[config.mk]
export PLATFORM = sky130hd
export DESIGN_NAME = exc_entry_ctrl
export DESIGN_NICKNAME = d
export VERILOG_FILES = /design/src/rtl/exc_pkg.sv /design/src/rtl/exc_arbiter.sv /design/src/rtl/exc_update.sv /design/src/rtl/exc_entry_ctrl.sv
export SDC_FILE = /design/constraint.sdc
export NUM_CORES = 1
export LEC_CHECK = 0
export ABC_AREA = 1
export ABC_CLOCK_PERIOD_IN_PS = 4700
export BUFFER_PORTS_ARGS = -buffer_cell sky130_fd_sc_hd__buf_2
export CAP_MARGIN = 20
export CELL_PAD_IN_SITES_DETAIL_PLACEMENT = 2
export CELL_PAD_IN_SITES_GLOBAL_PLACEMENT = 2
export CORE_ASPECT_RATIO = 1.2
export CORE_MARGIN = 1.5
export CORE_UTILIZATION = 26
export DETAILED_ROUTE_END_ITERATION = 8
export GPL_ROUTABILITY_DRIVEN = 0
export HOLD_SLACK_MARGIN = 0.12
export PLACE_DENSITY_LB_ADDON = 0.1
export SYNTH_ARGS = -nofsm -noshare
export SYNTH_HDL_FRONTEND = slang
export SYNTH_SLANG_ARGS = --single-unit
[constraint.sdc]
create_clock -name clk -period 4.7 [get_ports clk]
set_input_delay 0.94 -clock clk [delete_from_list [all_inputs] [get_ports clk]]
set_output_delay 0.94 -clock clk [all_outputs]
set_load 0.05 [all_outputs]
[src/rtl/exc_pkg.sv]
package exc_pkg;
    localparam int WORD_W = 32;
    localparam int BANKS  = 5;

    typedef enum logic [2:0] {
        EXC_NONE = 3'd0,
        EXC_RST  = 3'd1,
        EXC_DABT = 3'd2,
        EXC_FIQ  = 3'd3,
        EXC_IRQ  = 3'd4,
        EXC_PABT = 3'd5,
        EXC_UND  = 3'd6,
        EXC_SWI  = 3'd7
    } exc_kind_e;

    localparam logic [4:0] MODE_SVC = 5'b10011;
    localparam logic [4:0] MODE_UND = 5'b11011;
    localparam logic [4:0] MODE_ABT = 5'b10111;
    localparam logic [4:0] MODE_IRQ = 5'b10010;
    localparam logic [4:0] MODE_FIQ = 5'b10001;

    typedef struct packed {
        logic              entry;
        logic [WORD_W-1:0] new_status;
        logic [WORD_W-1:0] saved_status;
        logic [WORD_W-1:0] link;
        logic [WORD_W-1:0] vector;
        logic [BANKS-1:0]  link_we;
        logic [BANKS-1:0]  psr_we;
    } entry_s;

    function automatic logic [4:0] vec_offset(exc_kind_e k);
        case (k)
            EXC_UND:  return 5'h04;
            EXC_SWI:  return 5'h08;
            EXC_PABT: return 5'h0C;
            EXC_DABT: return 5'h10;
            EXC_IRQ:  return 5'h18;
            EXC_FIQ:  return 5'h1C;
            default:  return 5'h00;
        endcase
    endfunction

    function automatic logic [4:0] mode_code(exc_kind_e k);
        case (k)
            EXC_UND:            return MODE_UND;
            EXC_PABT, EXC_DABT: return MODE_ABT;
            EXC_IRQ:            return MODE_IRQ;
            EXC_FIQ:            return MODE_FIQ;
            default:            return MODE_SVC;
        endcase
    endfunction

    function automatic logic [BANKS-1:0] bank_sel(exc_kind_e k);
        case (k)
            EXC_SWI:            return 5'b00001;
            EXC_UND:            return 5'b00010;
            EXC_PABT, EXC_DABT: return 5'b00100;
            EXC_IRQ:            return 5'b01000;
            EXC_FIQ:            return 5'b10000;
            default:            return 5'b00000;
        endcase
    endfunction
endpackage

[src/rtl/exc_arbiter.sv]
module exc_arbiter
    import exc_pkg::*;
(
    input  logic      enable_i,
    input  logic      bnd_i,
    input  logic      rst_rq_i,
    input  logic      dabt_rq_i,
    input  logic      fiq_rq_i,
    input  logic      irq_rq_i,
    input  logic      pabt_rq_i,
    input  logic      und_rq_i,
    input  logic      swi_rq_i,
    input  logic      flush_i,
    input  logic      fiq_dis_i,
    input  logic      irq_dis_i,
    output exc_kind_e grant_o
);
    logic fiq_ok, irq_ok, pabt_ok;

    always_comb begin
        fiq_ok  = fiq_rq_i & ~fiq_dis_i;
        irq_ok  = irq_rq_i & ~irq_dis_i;
        pabt_ok = pabt_rq_i & ~flush_i;
        grant_o = EXC_NONE;
        if (enable_i) begin
            if (rst_rq_i)                grant_o = EXC_RST;
            else if (bnd_i && dabt_rq_i) grant_o = EXC_DABT;
            else if (bnd_i && fiq_ok)    grant_o = EXC_FIQ;
            else if (bnd_i && irq_ok)    grant_o = EXC_IRQ;
            else if (bnd_i && pabt_ok)   grant_o = EXC_PABT;
            else if (bnd_i && und_rq_i)  grant_o = EXC_UND;
            else if (bnd_i && swi_rq_i)  grant_o = EXC_SWI;
        end
    end
endmodule

[src/rtl/exc_update.sv]
module exc_update
    import exc_pkg::*;
#(
    parameter logic [WORD_W-1:0] HI_BASE = 32'hFFFF_0000
) (
    input  exc_kind_e         kind_i,
    input  logic [WORD_W-1:0] status_i,
    input  logic [WORD_W-1:0] pc_i,
    input  logic              hi_vec_i,
    output entry_s            upd_o
);
    localparam logic [WORD_W-1:0] LINK_NEAR = WORD_W'(4);
    localparam logic [WORD_W-1:0] LINK_FAR  = WORD_W'(8);

    logic [WORD_W-1:0] base;

    always_comb begin
        base = hi_vec_i ? HI_BASE : '0;
        upd_o = '0;
        upd_o.entry = 1'b1;
        upd_o.saved_status = status_i;
        upd_o.new_status = status_i;
        upd_o.new_status[4:0] = mode_code(kind_i);
        upd_o.new_status[5] = 1'b0;
        upd_o.new_status[7] = 1'b1;
        if (kind_i == EXC_RST || kind_i == EXC_FIQ)
            upd_o.new_status[6] = 1'b1;
        upd_o.link = pc_i + ((kind_i == EXC_DABT) ? LINK_FAR : LINK_NEAR);
        upd_o.vector = base | {{(WORD_W-5){1'b0}}, vec_offset(kind_i)};
        upd_o.link_we = bank_sel(kind_i);
        upd_o.psr_we = bank_sel(kind_i);
    end
endmodule

[src/rtl/exc_entry_ctrl.sv]
module exc_entry_ctrl
    import exc_pkg::*;
#(
    parameter logic [WORD_W-1:0] HI_BASE = 32'hFFFF_0000
) (
    input  logic              clk,
    input  logic              rst_n,
    input  logic              boundary_i,
    input  logic              rq_reset_i,
    input  logic              rq_dabt_i,
    input  logic              rq_fiq_i,
    input  logic              rq_irq_i,
    input  logic              rq_pabt_i,
    input  logic              rq_und_i,
    input  logic              rq_swi_i,
    input  logic              pabt_flush_i,
    input  logic [WORD_W-1:0] status_i,
    input  logic [WORD_W-1:0] pc_i,
    input  logic              hi_vec_i,
    output logic              entry_o,
    output logic [WORD_W-1:0] new_status_o,
    output logic [WORD_W-1:0] saved_status_o,
    output logic [WORD_W-1:0] link_o,
    output logic [WORD_W-1:0] vector_o,
    output logic [BANKS-1:0]  link_we_o,
    output logic [BANKS-1:0]  psr_we_o
);
    entry_s    cur_q, nxt_d, upd;
    exc_kind_e grant;

    exc_arbiter i_arb (
        .enable_i  (~cur_q.entry),
        .bnd_i     (boundary_i),
        .rst_rq_i  (rq_reset_i),
        .dabt_rq_i (rq_dabt_i),
        .fiq_rq_i  (rq_fiq_i),
        .irq_rq_i  (rq_irq_i),
        .pabt_rq_i (rq_pabt_i),
        .und_rq_i  (rq_und_i),
        .swi_rq_i  (rq_swi_i),
        .flush_i   (pabt_flush_i),
        .fiq_dis_i (status_i[6]),
        .irq_dis_i (status_i[7]),
        .grant_o   (grant)
    );

    exc_update #(.HI_BASE(HI_BASE)) i_upd (
        .kind_i   (grant),
        .status_i (status_i),
        .pc_i     (pc_i),
        .hi_vec_i (hi_vec_i),
        .upd_o    (upd)
    );

    always_comb begin
        nxt_d = cur_q;
        nxt_d.entry = 1'b0;
        nxt_d.link_we = '0;
        nxt_d.psr_we = '0;
        if (grant != EXC_NONE)
            nxt_d = upd;
    end

    always_ff @(posedge clk) begin
        if (!rst_n) cur_q <= '0;
        else        cur_q <= nxt_d;
    end

    assign entry_o        = cur_q.entry;
    assign new_status_o   = cur_q.new_status;
    assign saved_status_o = cur_q.saved_status;
    assign link_o         = cur_q.link;
    assign vector_o       = cur_q.vector;
    assign link_we_o      = cur_q.link_we;
    assign psr_we_o       = cur_q.psr_we;


    entry_single_chk: assert property (@(posedge clk) disable iff (!rst_n)
        entry_o |=> !entry_o);

    no_rsvd_vec_chk: assert property (@(posedge clk) disable iff (!rst_n)
        entry_o |-> vector_o[4:0] != 5'h14);

    status_bits_chk: assert property (@(posedge clk) disable iff (!rst_n)
        entry_o |-> (new_status_o[7] && !new_status_o[5]));

    we_onehot_chk: assert property (@(posedge clk) disable iff (!rst_n)
        $onehot0(link_we_o) && link_we_o == psr_we_o);

    reset_nowrite_chk: assert property (@(posedge clk) disable iff (!rst_n)
        (entry_o && vector_o[4:0] == 5'h00) |-> (link_we_o == '0));

    irq_mask_chk: assert property (@(posedge clk) disable iff (!rst_n)
        (grant == EXC_IRQ) |-> !status_i[7]);

    quiet_strobe_chk: assert property (@(posedge clk) disable iff (!rst_n)
        !entry_o |-> (link_we_o == '0 && psr_we_o == '0));
endmodule

==> metrics.cfg <==
[cells_and_area]
multiInputGateArea_mm2 = 0.00216
final_common_cell = nand2_1
fillers = 2310
final_cell_mix = nand2_1 (204), buf_2 (199), inv_1 (133)
area_delta_synth_final_pct = 22.1
drive_gt1_share_pct = 25.5
instances_no_fill = 1128
seq_area_mm2 = 0.00160
fin_nets = 977
finalInstanceArea_mm2 = 0.00593

[die]
rows = 54
die_h_um = 153
die_w_um = 128
io-pin-count = 215
start_util_pct = 26.6
die_area_mm2 = 0.0195
fp.coreArea_mm2 = 0.0182

[sta]
tightest_slew_ns = 0.705
fin_crit_ns = 3.40
finalCritPeriodShare_pct = 72.2
fin_tns_setup_ns = 0
fmax_mhz = 295
setup_viol = 0
fin_skew_ns = 0.00611
maxSlewHeadroom_pct = 53.0
slew_violations = 0
holdWs_ns = 0.474
rsz0062_at_grt = false
finalHoldViolCount = 0

[worst_setup_path]
crit_required_ns = 4.98
path_common_cell = nand2_1
worstPathCellList = buf_2, nand3_1, and2_1, nand2_1, nor2_2, nor2_1, nand2_1, ha_1, inv_1, fa_1, nor4_1, nand3_1, nand2_1, inv_1, nand2_1, nand2_1, nor2_1
rrSetupSlack_ns = 1.80
critPathMaxFanout = 7
crit_type = primary input to flop
r2r-start = entry_o$_SDFF_PN0_
max_stage_delay_ns = 0.59
reg2reg_to = link_o[24]$_SDFFE_PN0N_
critPathArrivalTime_ns = 3.68
rr_worst_depth = 15
cp-end-kind = flop
slowest_stage = nor4_1
crit_path_start_kind = primary input

[power_and_ir_drop]
p_per_area_mw_per_mm2 = 433
power_frac_seq_pct = 31.5
pwr-share-comb_pct = 38.0
ir_drop_mv = 0.167
clock_power_share_pct = 30.4
swShare_pct = 44.0
p_int_w = 0.00144
power_w = 0.00257
p_switching_w = 0.00113
leakagePower_nw = 3.58

[yosys]
ys_ff_latch = 80
synth_cell_types = 30
synth_top_area_cell = dfxtp_1
ys_top_cells_by_area = dfxtp_1 (33%), nand2_1 (16%), inv_1 (10%)
synth-seq-area-share_pct = 33.0
syn_inst = 762
syn_area_per_cell_um2 = 6.38
synth_top_area_share_pct = 33.0
yosys_warnings = 0
syn_area_mm2 = 0.00486

[grt]
grt_max_degree = 87
grt_pass1_vias = 5222
track_usage_pct = 17.0
antenna_found_initial = 2
grt_pass1_wl_um = 26600
grt_overflow = 0

[placed_design]
hpwl_um = 13000
dp_cells = 1110
portBuffers = 200
place_area_mm2 = 0.00558

[job]
drv_cap = 0

[hold_path]
hold_path_depth = 2
hp-start = link_o[11]$_SDFFE_PN0N_
min_to = link_o[11]$_SDFFE_PN0N_
hp-class = flop to flop

[detailed_routing]
route.detailed.drc = 0
vias_per_cell = 4.51
ant_nets = 0
wl_per_cell_um = 14.8
firstDrtPassIters = 6
drt-total-wl_um = 16700
num_vias = 5089
drt-initial-drc-count = 113

[cts]
cts_tree = built
insertion_delay_ns = 0.34
postCtsHoldBufs = 0
clkTransAtPathRegs_ns = 0.07
cts_root_buf = clkbuf_16
cts_buffers = 9
cts.sink_count = 80
post_cts_buffers = 0
cts_buffer_depth = 2
h-tree-depth = 3
cts_resized = 0

[status]
status = finished, final reports clean

==> flip-flops by register name, summed over array words and instances (netlist names) <==
register	count
psr_we_o	5
entry_o	1
saved_status_o	32
new_status_o	6
vector_o	4
link_o	32
==> cells by family after synthesis <==
| logic type | Yosys count | synth area share [%] |
|---|---|---|
| DFF | 80 | 33.0 |
| buffers and inverters | 228 | 23.5 |
| adders and majority gates | 3 | 0.927 |
| and+or+nand+nor | 424 | 38.0 |
| xor gates and xnor gates | 20 | 3.61 |
| other | 1 | 0.0772 |
| AOI/OAI and AO/OA | 6 | 0.901 |
==> worst max-delay path: cells and delay by family <==
family	cells	cell delay, ns
buf+inv	3	0.24
simple gates	12	1.86
fa+ha+maj	2	0.64
==> metrics by stage <==
step / util [%] / setup WS (ns)
after detailed placement: 30.6 / 0.859
after floorplan: - / 1.52
after global placement: 30.6 / 1.05
after global routing: 32.5 / 0.976
final: 32.5 / 1.30
after CTS: 32.4 / 1.22
==> Yosys cell counts <==
cell type  count
ha_1           2
nor4_1         1
and2_1         1
nor2_2         1
inv_2          2
buf_4         61
buf_1          6
nand3_1       40
fa_1           1
xnor2_1        6
conb_1         1
nor3_1        10
xor2_1        14
nand2_4        1
buf_2         11
nand2_2        2
nor4_2         1
buf_6          6
o211ai_1       1
clkbuf_1       9
o21ai_0        1
nand4_1       55
a21oi_4        1
inv_1        133
nand2_1      204
nand3_4        1
a21oi_1        3
nand3b_1       3
nor2_1       104
dfxtp_1       80
==> power by group through the flow <==
stage / clock, W / combinational, W / sequential [W]
2_1_floorplan: 0 / 0.000541 / 0.00110
3_3_place_gp: 0 / 0.000970 / 0.000822
3_5_place_dp: 0 / 0.000990 / 0.000828
4_1_cts: 0.000813 / 0.000992 / 0.000814
5_1_grt: 0.000841 / 0.00105 / 0.000823
6_report: 0.000782 / 0.000978 / 0.000811
==> layer usage <==
metal / up-vias / share of wire (%) / track usage [%] / routed length [µm]
li1: 2516 / - / - / -
met1: 2417 / 41 / 19.5 / 6920
met2: 138 / 52 / 31.6 / 8760
met3: 16 / 4.4 / 3.23 / 733
met4: 2 / 1.5 / 4.82 / 257
met5: - / 0.066 / 0 / 11
==> layout make-up <==
class	count	area share, %
multi-input cells	467	36.4
flip-flops and latches	80	27.0
well taps	224	4.72
diodes	1	0.0422
repair buffers	205	17.8
inverters	135	8.54
clock inverters	7	1.73
clock buffers	9	3.80
==> worst max path at each step <==
stage                             from                 endpoint  slack, ns
final                       boundary_i  link_o[24]$_SDFFE_PN0N_       1.30
after global routing        boundary_i  link_o[24]$_SDFFE_PN0N_       0.98
after CTS                   boundary_i  link_o[24]$_SDFFE_PN0N_       1.22
after detailed placement    boundary_i  link_o[24]$_SDFFE_PN0N_       0.86
after global placement      boundary_i  link_o[24]$_SDFFE_PN0N_       1.05
after floorplan           pabt_flush_i  link_o[24]$_SDFFE_PN0N_       1.52
No activity file was read; power rests on OpenSTA's default activity.
